$ cat src/rtl/dual_class_intc_pkg.sv
package dual_class_intc_pkg;

  localparam int ADDR_W = 3;

  typedef enum logic [ADDR_W-1:0] {
    ADDR_ENABLE = 3'd0,
    ADDR_CLASS  = 3'd1,
    ADDR_WAKEEN = 3'd2,
    ADDR_RAW    = 3'd3,
    ADDR_FPEND  = 3'd4,
    ADDR_NPEND  = 3'd5,
    ADDR_MODE   = 3'd6,
    ADDR_SPARE  = 3'd7
  } regAddr_e;

  typedef struct packed {
    logic wrEnable;
    logic wrClass;
    logic wrWakeEn;
    logic wrMode;
  } wrStrobe_t;

endpackage

$ cat src/rtl/intc_ctrl.sv
module intc_ctrl
  import dual_class_intc_pkg::*;
(
  input  logic              wrEn,
  input  logic [ADDR_W-1:0] wrAddr,
  output wrStrobe_t         strb
);

  regAddr_e addrSel;

  always_comb begin
    addrSel = regAddr_e'(wrAddr);
    strb = '0;
    if (wrEn) begin
      unique case (addrSel)
        ADDR_ENABLE: strb.wrEnable = 1'b1;
        ADDR_CLASS:  strb.wrClass  = 1'b1;
        ADDR_WAKEEN: strb.wrWakeEn = 1'b1;
        ADDR_MODE:   strb.wrMode   = 1'b1;
        default:     strb = '0;
      endcase
    end
  end

endmodule

$ cat src/rtl/intc_dpath.sv
module intc_dpath
  import dual_class_intc_pkg::*;
#(
  parameter int NUM_SRC = 32
) (
  input  logic               clk,
  input  logic               rst_n,
  input  wrStrobe_t          strb,
  input  logic [NUM_SRC-1:0] wrData,
  input  logic [NUM_SRC-1:0] srcReq,
  input  logic [ADDR_W-1:0]  rdAddr,
  output logic [NUM_SRC-1:0] rdData,
  output logic               fastReq,
  output logic               normReq,
  output logic               wakeReq
);

  logic [NUM_SRC-1:0] enableQ, classQ, wakeEnQ;
  logic               modeQ;
  logic [NUM_SRC-1:0] fastPend, normPend, wakePend;

  always_ff @(posedge clk or negedge rst_n) begin
    if (!rst_n) begin
      enableQ <= '0;
      classQ  <= '0;
      wakeEnQ <= '0;
      modeQ   <= 1'b0;
    end else begin
      if (strb.wrEnable) enableQ <= wrData;
      if (strb.wrClass)  classQ  <= wrData;
      if (strb.wrWakeEn) wakeEnQ <= wrData;
      if (strb.wrMode)   modeQ   <= wrData[0];
    end
  end

  // Per-source split into the two classes and the wake candidate
  for (genvar i = 0; i < NUM_SRC; i++) begin : g_src
    logic live;
    assign live        = srcReq[i] & enableQ[i];
    assign fastPend[i] = live & classQ[i];
    assign normPend[i] = live & ~classQ[i];
    assign wakePend[i] = modeQ ? (srcReq[i] & wakeEnQ[i]) : live;
  end

  always_ff @(posedge clk or negedge rst_n) begin
    if (!rst_n) begin
      fastReq <= 1'b0;
      normReq <= 1'b0;
      wakeReq <= 1'b0;
    end else begin
      fastReq <= |fastPend;
      normReq <= |normPend;
      wakeReq <= |wakePend;
    end
  end

  always_comb begin
    unique case (regAddr_e'(rdAddr))
      ADDR_ENABLE: rdData = enableQ;
      ADDR_CLASS:  rdData = classQ;
      ADDR_WAKEEN: rdData = wakeEnQ;
      ADDR_RAW:    rdData = srcReq;
      ADDR_FPEND:  rdData = fastPend;
      ADDR_NPEND:  rdData = normPend;
      ADDR_MODE:   rdData = {{(NUM_SRC-1){1'b0}}, modeQ};
      default:     rdData = '0;
    endcase
  end

endmodule

$ cat src/rtl/dual_class_intc.sv
module dual_class_intc
  import dual_class_intc_pkg::*;
#(
  parameter int NUM_SRC = 32
) (
  input  logic               clk,
  input  logic               rst_n,
  input  logic [NUM_SRC-1:0] srcReq,
  input  logic               wrEn,
  input  logic [2:0]         wrAddr,
  input  logic [NUM_SRC-1:0] wrData,
  input  logic [2:0]         rdAddr,
  output logic [NUM_SRC-1:0] rdData,
  output logic               fastReq,
  output logic               normReq,
  output logic               wakeReq
);

  wrStrobe_t strb;

  intc_ctrl ctrl_i (
    .wrEn   (wrEn),
    .wrAddr (wrAddr),
    .strb   (strb)
  );

  intc_dpath #(.NUM_SRC(NUM_SRC)) dpath_i (
    .clk     (clk),
    .rst_n   (rst_n),
    .strb    (strb),
    .wrData  (wrData),
    .srcReq  (srcReq),
    .rdAddr  (rdAddr),
    .rdData  (rdData),
    .fastReq (fastReq),
    .normReq (normReq),
    .wakeReq (wakeReq)
  );

endmodule

$ cat config.mk
export PLATFORM = sky130hd
export DESIGN_NAME = dual_class_intc
export DESIGN_NICKNAME = d
export VERILOG_FILES = /design/src/rtl/dual_class_intc_pkg.sv /design/src/rtl/intc_ctrl.sv /design/src/rtl/intc_dpath.sv /design/src/rtl/dual_class_intc.sv
export SDC_FILE = /design/constraint.sdc
export NUM_CORES = 1
export LEC_CHECK = 0
export CORE_MARGIN = 10
export CORE_UTILIZATION = 58
export DETAILED_ROUTE_END_ITERATION = 6
export GPL_TIMING_DRIVEN = 0
export PLACE_DENSITY = 0.87
export SYNTH_ARGS = -nofsm -noshare
export SYNTH_HDL_FRONTEND = slang
export SYNTH_SLANG_ARGS = --single-unit
$ cat constraint.sdc
create_clock -name clk -period 4.4 [get_ports clk]
set_input_delay 0.66 -clock clk [delete_from_list [all_inputs] [get_ports clk]]
set_output_delay 0.66 -clock clk [all_outputs]
set_load 0.005 [all_outputs]
==> flow_summary.ini, run 1 <==
[yosys]
syn_inst = 591
synthesis.nets = 664
synth_ff_type = dfrtp_1
synth_top_area_frac = 0.417
synth.distinct_cells = 47
ys_warn_count = 0
ys_ff_latch = 100
syn_area_sq_um = 6000
yosysTopAreaCell = dfrtp_1
synth_edf_count = 0
syn_avg_cell_area_sq_um = 10.2
async_flop_share = 1.00
netlist_top_cells_area = dfrtp_1, mux2_2, a22oi_1
synth-seq-area-share = 0.417

[cells_and_area]
num_antenna_cells = 0
nNetsFinal = 781
utilization = 0.728
final_cell_mix = mux2_2, clkdlybuf4s50_1, dfrtp_1
area_growth_pct = 23.6
drive_gt1_frac = 0.227
final_common_cell = mux2_2

[setup_path]
cpMostUsedCell = clkdlybuf4s50_1
critPathTopFamily = buffers and inverters
crit_path_cell_trace = clkdlybuf4s50_1 > buf_4 > nor2_1 > clkbuf_1 > a22oi_1 > o21ai_0 > clkdlybuf4s50_1
startpoint_type = input pin
crit_arrival_ns = 3.29
path_class = input pin to output port
critPathSlowestCell = clkdlybuf4s50_1
max_stage_delay_ns = 0.57
required_ns = 3.74
critPathMaxFanout = 10
worst-path-buf-inv = 4
cp-end-kind = output port

[run_status]
status = finished clean

[clock_tree]
cts_tree = built
post_cts_buffers = 0
post_cts_resize_count = 0
clock_path_buffers = 2
numClockSinks = 100
path_clk_slew_ns = 0.09
postCtsHoldBufs = 0
numCtsBuffers = 9
htreeDepth = 3
cts_root_buffer = clkbuf_8
clk_latency_ns = 0.41

[routing]
wl_per_cell_microns = 29.2
vias_per_cell = 7.15
vias = 6068
firstDrtPassIters = 7
routed_wl_microns = 24800
detail-route-antenna-nets = 0
route.detailed.drc = 0
drt_iter0_drc = 1056

[run]
maxCapViolCount = 0

[placed_design]
portBuffers = 105
dpl.hpwl_microns = 18700
globalplace.congestion = 1.05
pre_cts_ws_ns = 0.607

[timing]
layout_min_cycle_time_ns = 3.95
rsz0062_at_grt = false
worst_slew_pin_slew_ns = 0.816
slew_headroom = 0.456
holdWs_ns = 0.286
setup_viol = 0
slew_viol_final = 0
min_period_over_period = 0.897
hold_viol = 0
max_freq_mhz = 253
fin_worst_skew_ns = 0.0142
timing.final.ws_setup_ns = 0.454

[floorplan]
rows = 37
fp.dieArea_sq_um = 14800
initial_core_util = 0.589
die_w_microns = 122
fp.dieH_microns = 122
coreArea_sq_um = 10200
io_pins = 108

[global_route]
grt_usage = 0.338
grt_max_degree = 52
grt_pass1_vias = 6190
antenna_found_initial = 0
grt_pass1_wl_microns = 37500
overflow = 0

[hold_path]
holdCritPathClass = input pin to asynchronous set/reset pin

[pwr]
power_uw = 2860
power_density_nw_per_um2 = 386
ir_drop_uv = 299
power_leakage_uw = 0.00298
## power by group
part           switching (uW)  total, uW  internal [uW]  leakage, uW
logic                     436        908            472      0.00170
registers                 263       1380           1120      0.00119
clock network             361        573            212    0.0000918
## state kept, by name, indices dropped and copies added, names as in the netlist
signal and flops:
dpath_i.classQ 32, dpath_i.modeQ 1, dpath_i.wakeEnQ 32, dpath_i.wakeReq 1, dpath_i.enableQ 32, dpath_i.normReq 1, dpath_i.fastReq 1
## final timing paths
kind / from / to / slack, ns / depth (start not counted)
min in group clk: dpath_i.wakeEnQ[31] / dpath_i.wakeEnQ[31] / 0.56 / 1
hold reg to reg: dpath_i.wakeEnQ[31] / dpath_i.wakeEnQ[31] / 0.56 / 1
setup / recovery: rdAddr[2] / rdData[14] / 0.45 / 7
hold / removal: rst_n / dpath_i.classQ[13] / 0.29 / 1
setup reg to reg: dpath_i.enableQ[4] / dpath_i.wakeReq / 2.59 / 5
max in group asynchronous: rst_n / dpath_i.enableQ[0] / 3.42 / 2
## metal layers
layer,share of wire,vias to the layer above,global-route usage
met5,0,-,0
met4,0.061,0,0.207
met3,0.12,129,0.0957
met2,0.45,486,0.516
met1,0.37,2950,0.418
li1,-,2503,-
## cell type report
class	instances	area, sq um
buffer	35	174
clock buffer	10	128
clock inverter	6	45.0
fill	723	2770
inverter	6	22.5
multi-input combinational	450	3300
sequential	100	2500
tap	136	170
timing repair buffer	106	1080
## cells by family (layout without fill, tap and decap cells)
family / count (synthesis) / count (layout) / share of synthesized area
XOR/XNOR: 5 / 5 / 0.00730
multiplexers: 127 / 127 / 0.236
buffers and inverters: 41 / 163 / 0.0327
AND/OR/NAND/NOR: 179 / 179 / 0.152
AO/OA/AOI/OAI: 139 / 139 / 0.156
flip-flops: 100 / 100 / 0.417
## per-stage QoR
step                      TNS [ns]  area [sq um]  std cells
after floorplan                  0          6000        591
after global placement      -75.83          7220        832
after detailed placement         0          7250        833
after CTS                        0          7420        849
after global routing             0          7420        849
final                            0          7420        849
## worst register-to-register path: stages (launching register included)
cell and delay [ns]:
dfrtp_1 0.43, nand2_1 0.20, nand4_1 0.20, or4_1 0.47, nor4b_2 0.28, a21oi_1 0.12
## synthesized netlist by cell type, types with 2 or more instances
master and n:
nor4_1 6, clkbuf_1 8, nor3_1 9, nand3_1 25, a32oi_1 9, o2111ai_1 2
nand2_2 3, and3_1 9, inv_1 5, nor4bb_1 2, nand3b_1 9, a22oi_1 33
a22o_1 4, o21ai_0 31, xor2_1 3, xnor2_1 2, o22ai_1 21, nor4b_2 2
buf_2 22, mux2_1 3, a221oi_1 5, nor2_1 27, mux2i_1 13, or3_1 3
o21a_1 2, o211ai_1 3, a32o_1 3, buf_4 4, nand4_1 19, a21oi_1 19
dfrtp_1 100, nor2b_1 2, o221ai_1 3, mux2_2 111, nand2_1 57
Note: power is estimated with default switching activity, not from simulation.
==> inputs of run 2 (changes only) <==
CORE_UTILIZATION = 59   (was 58)
CTS_BUF_LIST = sky130_fd_sc_hd__clkbuf_2 sky130_fd_sc_hd__clkbuf_4 sky130_fd_sc_hd__clkbuf_8   (was default)
PLACE_DENSITY = 0.88   (was 0.87)
==> flow_summary.ini, run 2 (synthesis results as in run 1) <==
[run_status]
status = finished with violations
violations = design-rule violations

[placed_design]
dpl.hpwl_microns = 18600
dpl-instance-area_sq_um = 7240
portBuffers = 105
globalplace.congestion = 1.04

[global_route]
grt_usage = 0.338
grt_max_degree = 55
grt_pass1_wl_microns = 37700
antenna_found_initial = 0
overflow = 0
grt_pass1_vias = 6311

[setup_path]
r2r-start = dpath_i.enableQ[13]
cp-end-kind = output port
required_ns = 3.74
path_class = input pin to output port
r2r-end = dpath_i.wakeReq
startpoint_type = input pin
crit_arrival_ns = 3.33
reg2reg_depth = 5
critPathMaxFanout = 10
rrSetupSlack_ns = 2.54

[clock_tree]
path_clk_slew_ns = 0.10
postCtsHoldBufs = 0
numClockSinks = 100
numCtsBuffers = 9
clock_path_buffers = 2
cts_root_buffer = clkbuf_8
cts_tree = built
post_cts_buffers = 0
clk_latency_ns = 0.40
htreeDepth = 3
post_cts_resize_count = 0

[cells_and_area]
drive_gt1_frac = 0.229
num_antenna_cells = 0
final_common_cell = mux2_2
reg.largest.list = dpath_i.classQ x32, dpath_i.enableQ x32, dpath_i.wakeEnQ x32
area_growth_pct = 24.2
final_cell_mix = mux2_2, clkdlybuf4s50_1, dfrtp_1
fin_area_sq_um = 7450
utilization = 0.759
nNetsFinal = 781
fill_cells = 679

[timing]
setup_viol = 0
holdWs_ns = 0.269
hold_viol = 0
worst_slew_pin_slew_ns = 0.853
rsz0062_at_grt = false
max_freq_mhz = 251
layout_min_cycle_time_ns = 3.99
min_period_over_period = 0.907
slew_viol_final = 0
slew_headroom = 0.431
fin_worst_skew_ns = 0.00937

[floorplan]
io_pins = 108
initial_core_util = 0.611
rows = 36
fp.dieH_microns = 121
die_w_microns = 121
fp.dieArea_sq_um = 14600
coreArea_sq_um = 9820

[routing]
vias_per_cell = 7.44
routed_wl_microns = 25100
firstDrtPassIters = 7
route.detailed.drc = 38
wl_per_cell_microns = 29.7
drt_iter0_drc = 1077
vias = 6294
detail-route-antenna-nets = 0

[pwr]
power_leakage_uw = 0.00300
ir_drop_uv = 288
power_density_nw_per_um2 = 397

[run]
maxCapViolCount = 0

[hold_path]
holdCritPathClass = input pin to asynchronous set/reset pin
## run 2: cell count changes in the layout (fill, tap and decap cells not counted), sizes merged
cell      before  now
inv           10    6
clkinvlp       0    2
clkinv         2    0
clkbuf        18   21
bufinv         0    1
## run 2: per-stage QoR
stage               setup slack (ns)  TNS [ns]  power, uW  std cells
finish                         0.409         0       2960        846
global route                   0.453         0       3040        846
CTS                            0.560         0       2900        846
detailed placement             0.574         0       2260        830
global placement              -0.728    -72.16       2200        829
floorplan                       2.09         0       1800        591
## run 2: worst max path at each step
stage               from                  end  slack, ns
6_report       rdAddr[2]           rdData[14]       0.41
2_1_floorplan  rdAddr[2]           rdData[18]       2.09
3_5_place_dp   rdAddr[2]           rdData[10]       0.57
3_3_place_gp       rst_n  dpath_i.wakeEnQ[23]      -0.73
4_1_cts        rdAddr[2]           rdData[14]       0.56
5_1_grt        rdAddr[2]           rdData[10]       0.45
## run 2: where the power goes
group / switching (uW) / internal [uW]
Combinational: 447 / 472
Clock: 345 / 307
Sequential: 267 / 1120
## run 2: worst max-delay path: stages
cell	delay (ns)
clkdlybuf4s50_1	0.52
nor2b_1	0.68
buf_2	0.43
nand3b_1	0.12
nand2_1	0.10
a32oi_1	0.12
o21ai_0	0.15
clkdlybuf4s50_1	0.55
## run 2: cell type report
cell class | count | area, sq um | area share
buffer | 35 | 174 | 0.0233
clock buffer | 13 | 166 | 0.0223
tap | 133 | 166 | 0.0223
sequential | 100 | 2500 | 0.336
inverter | 6 | 22.5 | 0.00302
clock inverter | 3 | 45.0 | 0.00604
timing repair buffer | 106 | 1080 | 0.144
multi-input combinational | 450 | 3300 | 0.443
## run 2: metal layers
layer	vias up	GRT usage	wire, microns
li1	2500	-	-
met3	180	0.107	3030
met4	2	0.199	1710
met5	-	0.0174	33
met1	3035	0.408	9270
met2	577	0.516	11100
==> inputs of run 3 (changes only) <==
CORE_UTILIZATION = 50   (was 59)
PLACE_DENSITY = 0.8   (was 0.88)
clock period = 3.6 ns   (was 4.4 ns; I/O delays follow)
==> flow_summary.ini, run 3 (synthesis results as in run 1) <==
[placed_design]
globalplace.congestion = 0.979
dp_cells = 840
dpl.hpwl_microns = 19200
portBuffers = 105

[floorplan]
die_w_microns = 130
coreArea_sq_um = 11600
rows = 39
fp.dieArea_sq_um = 16800
fp.dieH_microns = 130
initial_core_util = 0.519
io_pins = 108

[cells_and_area]
finalNonFillerCells = 856
fill_cells = 926
drive_gt1_frac = 0.233
multiInputGateArea_sq_um = 3300
final_common_cell = mux2_2
reg.largest.list = dpath_i.classQ x32, dpath_i.enableQ x32, dpath_i.wakeEnQ x32
nNetsFinal = 781
regArea_sq_um = 2500
final_cell_mix = mux2_2, clkdlybuf4s50_1, dfrtp_1
area_growth_pct = 24.1
num_antenna_cells = 0

[global_route]
overflow = 0
grt_max_degree = 52
grt_pass1_wl_microns = 38200
antenna_found_initial = 0
grt_pass1_vias = 6202
grt_usage = 0.306

[pwr]
power_density_nw_per_um2 = 471
ir_drop_uv = 412
p_switching_uw = 1270
swShare = 0.363
combPwrFrac = 0.317
power_frac_seq = 0.480
pwr-share-clk = 0.203
power_leakage_uw = 0.00299
power.internal_uw = 2230

[run_status]
status = finished clean

[timing]
layout_min_cycle_time_ns = 3.55
rsz0062_at_grt = false
slew_headroom = 0.475
fin_worst_skew_ns = 0.00988
slew_viol_final = 0
setup_tns_ns = 0
worst_slew_pin_slew_ns = 0.788
max_freq_mhz = 282
setup_viol = 0
hold_viol = 0
min_period_over_period = 0.985

[setup_path]
startpoint_type = input pin
required_ns = 3.06
path_class = input pin to output port
cp-end-kind = output port
critPathMaxFanout = 10
crit_arrival_ns = 3.01

[clock_tree]
clock_path_buffers = 2
numClockSinks = 100
cts_root_buffer = clkbuf_8
numCtsBuffers = 9
cts_tree = built
postCtsHoldBufs = 0
htreeDepth = 3
clk_latency_ns = 0.40
path_clk_slew_ns = 0.10

[routing]
detail-route-antenna-nets = 0
vias = 6036
vias_per_cell = 7.05
routed_wl_microns = 25400
wl_per_cell_microns = 29.7
firstDrtPassIters = 6
drt_iter0_drc = 840
route.detailed.drc = 0

[run]
maxCapViolCount = 0

[hold_path]
holdCritPathClass = input pin to asynchronous set/reset pin
[run 3: area by class of cell]
| cell class | instances | share of cell area |
|---|---|---|
| multi-input cells | 450 | 0.444 |
| flip-flops and latches | 100 | 0.336 |
| repair buffers | 106 | 0.145 |
| well taps | 143 | 0.0240 |
| clock inverters | 4 | 0.00454 |
| plain buffers | 35 | 0.0237 |
| inverters | 6 | 0.00302 |
| clock buffers | 12 | 0.0205 |
[run 3: path summary, 6_finish.rpt]
check,start,to,slack [ns],cells after the start
worst min register to register,dpath_i.wakeEnQ[15],dpath_i.wakeEnQ[15],0.55,1
min in group clk,dpath_i.wakeEnQ[15],dpath_i.wakeEnQ[15],0.55,1
worst max register to register,dpath_i.enableQ[14],dpath_i.wakeReq,1.73,5
max in group asynchronous,rst_n,dpath_i.wakeEnQ[27],2.75,2
worst min-delay path,rst_n,dpath_i.wakeEnQ[1],0.16,1
worst max-delay path,rdAddr[2],rdData[21],0.05,7
[run 3: metrics by stage]
step	total power [uW]	instance area, sq um	worst slack [ns]	hold slack (ns)	util
2_1_floorplan	2200	6000	1.53	0.244	-
3_3_place_gp	2720	7230	-1.50	0.518	0.625
3_5_place_dp	2770	7250	-0.00968	0.525	0.627
4_1_cts	3470	7440	0.116	0.182	0.644
5_1_grt	3650	7450	0.0216	0.207	0.644
6_report	3510	7450	0.0545	0.159	0.644
[run 3: timing repair]
| item | 4_1_cts | 5_1_grt |
|---|---|---|
| setup endpoints to repair | 3 | 3 |
| setup buffers | 0 | 0 |
| resized for setup | 2 | 2 |
| hold endpoints to repair | 0 | 0 |
[run 3: per-layer routing]
metal,GRT usage,vias to the layer above,routed length [microns]
li1,-,2507,-
met1,0.384,2919,9940
met2,0.479,493,11500
met3,0.0836,117,2800
met4,0.153,0,1160
met5,0,-,0
[run 3: power by group through the flow]
stage	combinational [uW]	sequential [uW]	clock, uW
after floorplan	634	1570	0
after global placement	1050	1660	0
after detailed placement	1090	1680	0
after CTS	1100	1660	717
after global routing	1190	1710	759
final	1110	1680	711
[run 3: worst max-delay path, stage by stage]
cell             delay [ns]
clkdlybuf4s50_1        0.52
buf_4                  0.21
buf_2                  0.35
buf_2                  0.37
buf_2                  0.33
o22ai_1                0.16
clkdlybuf4s50_1        0.50
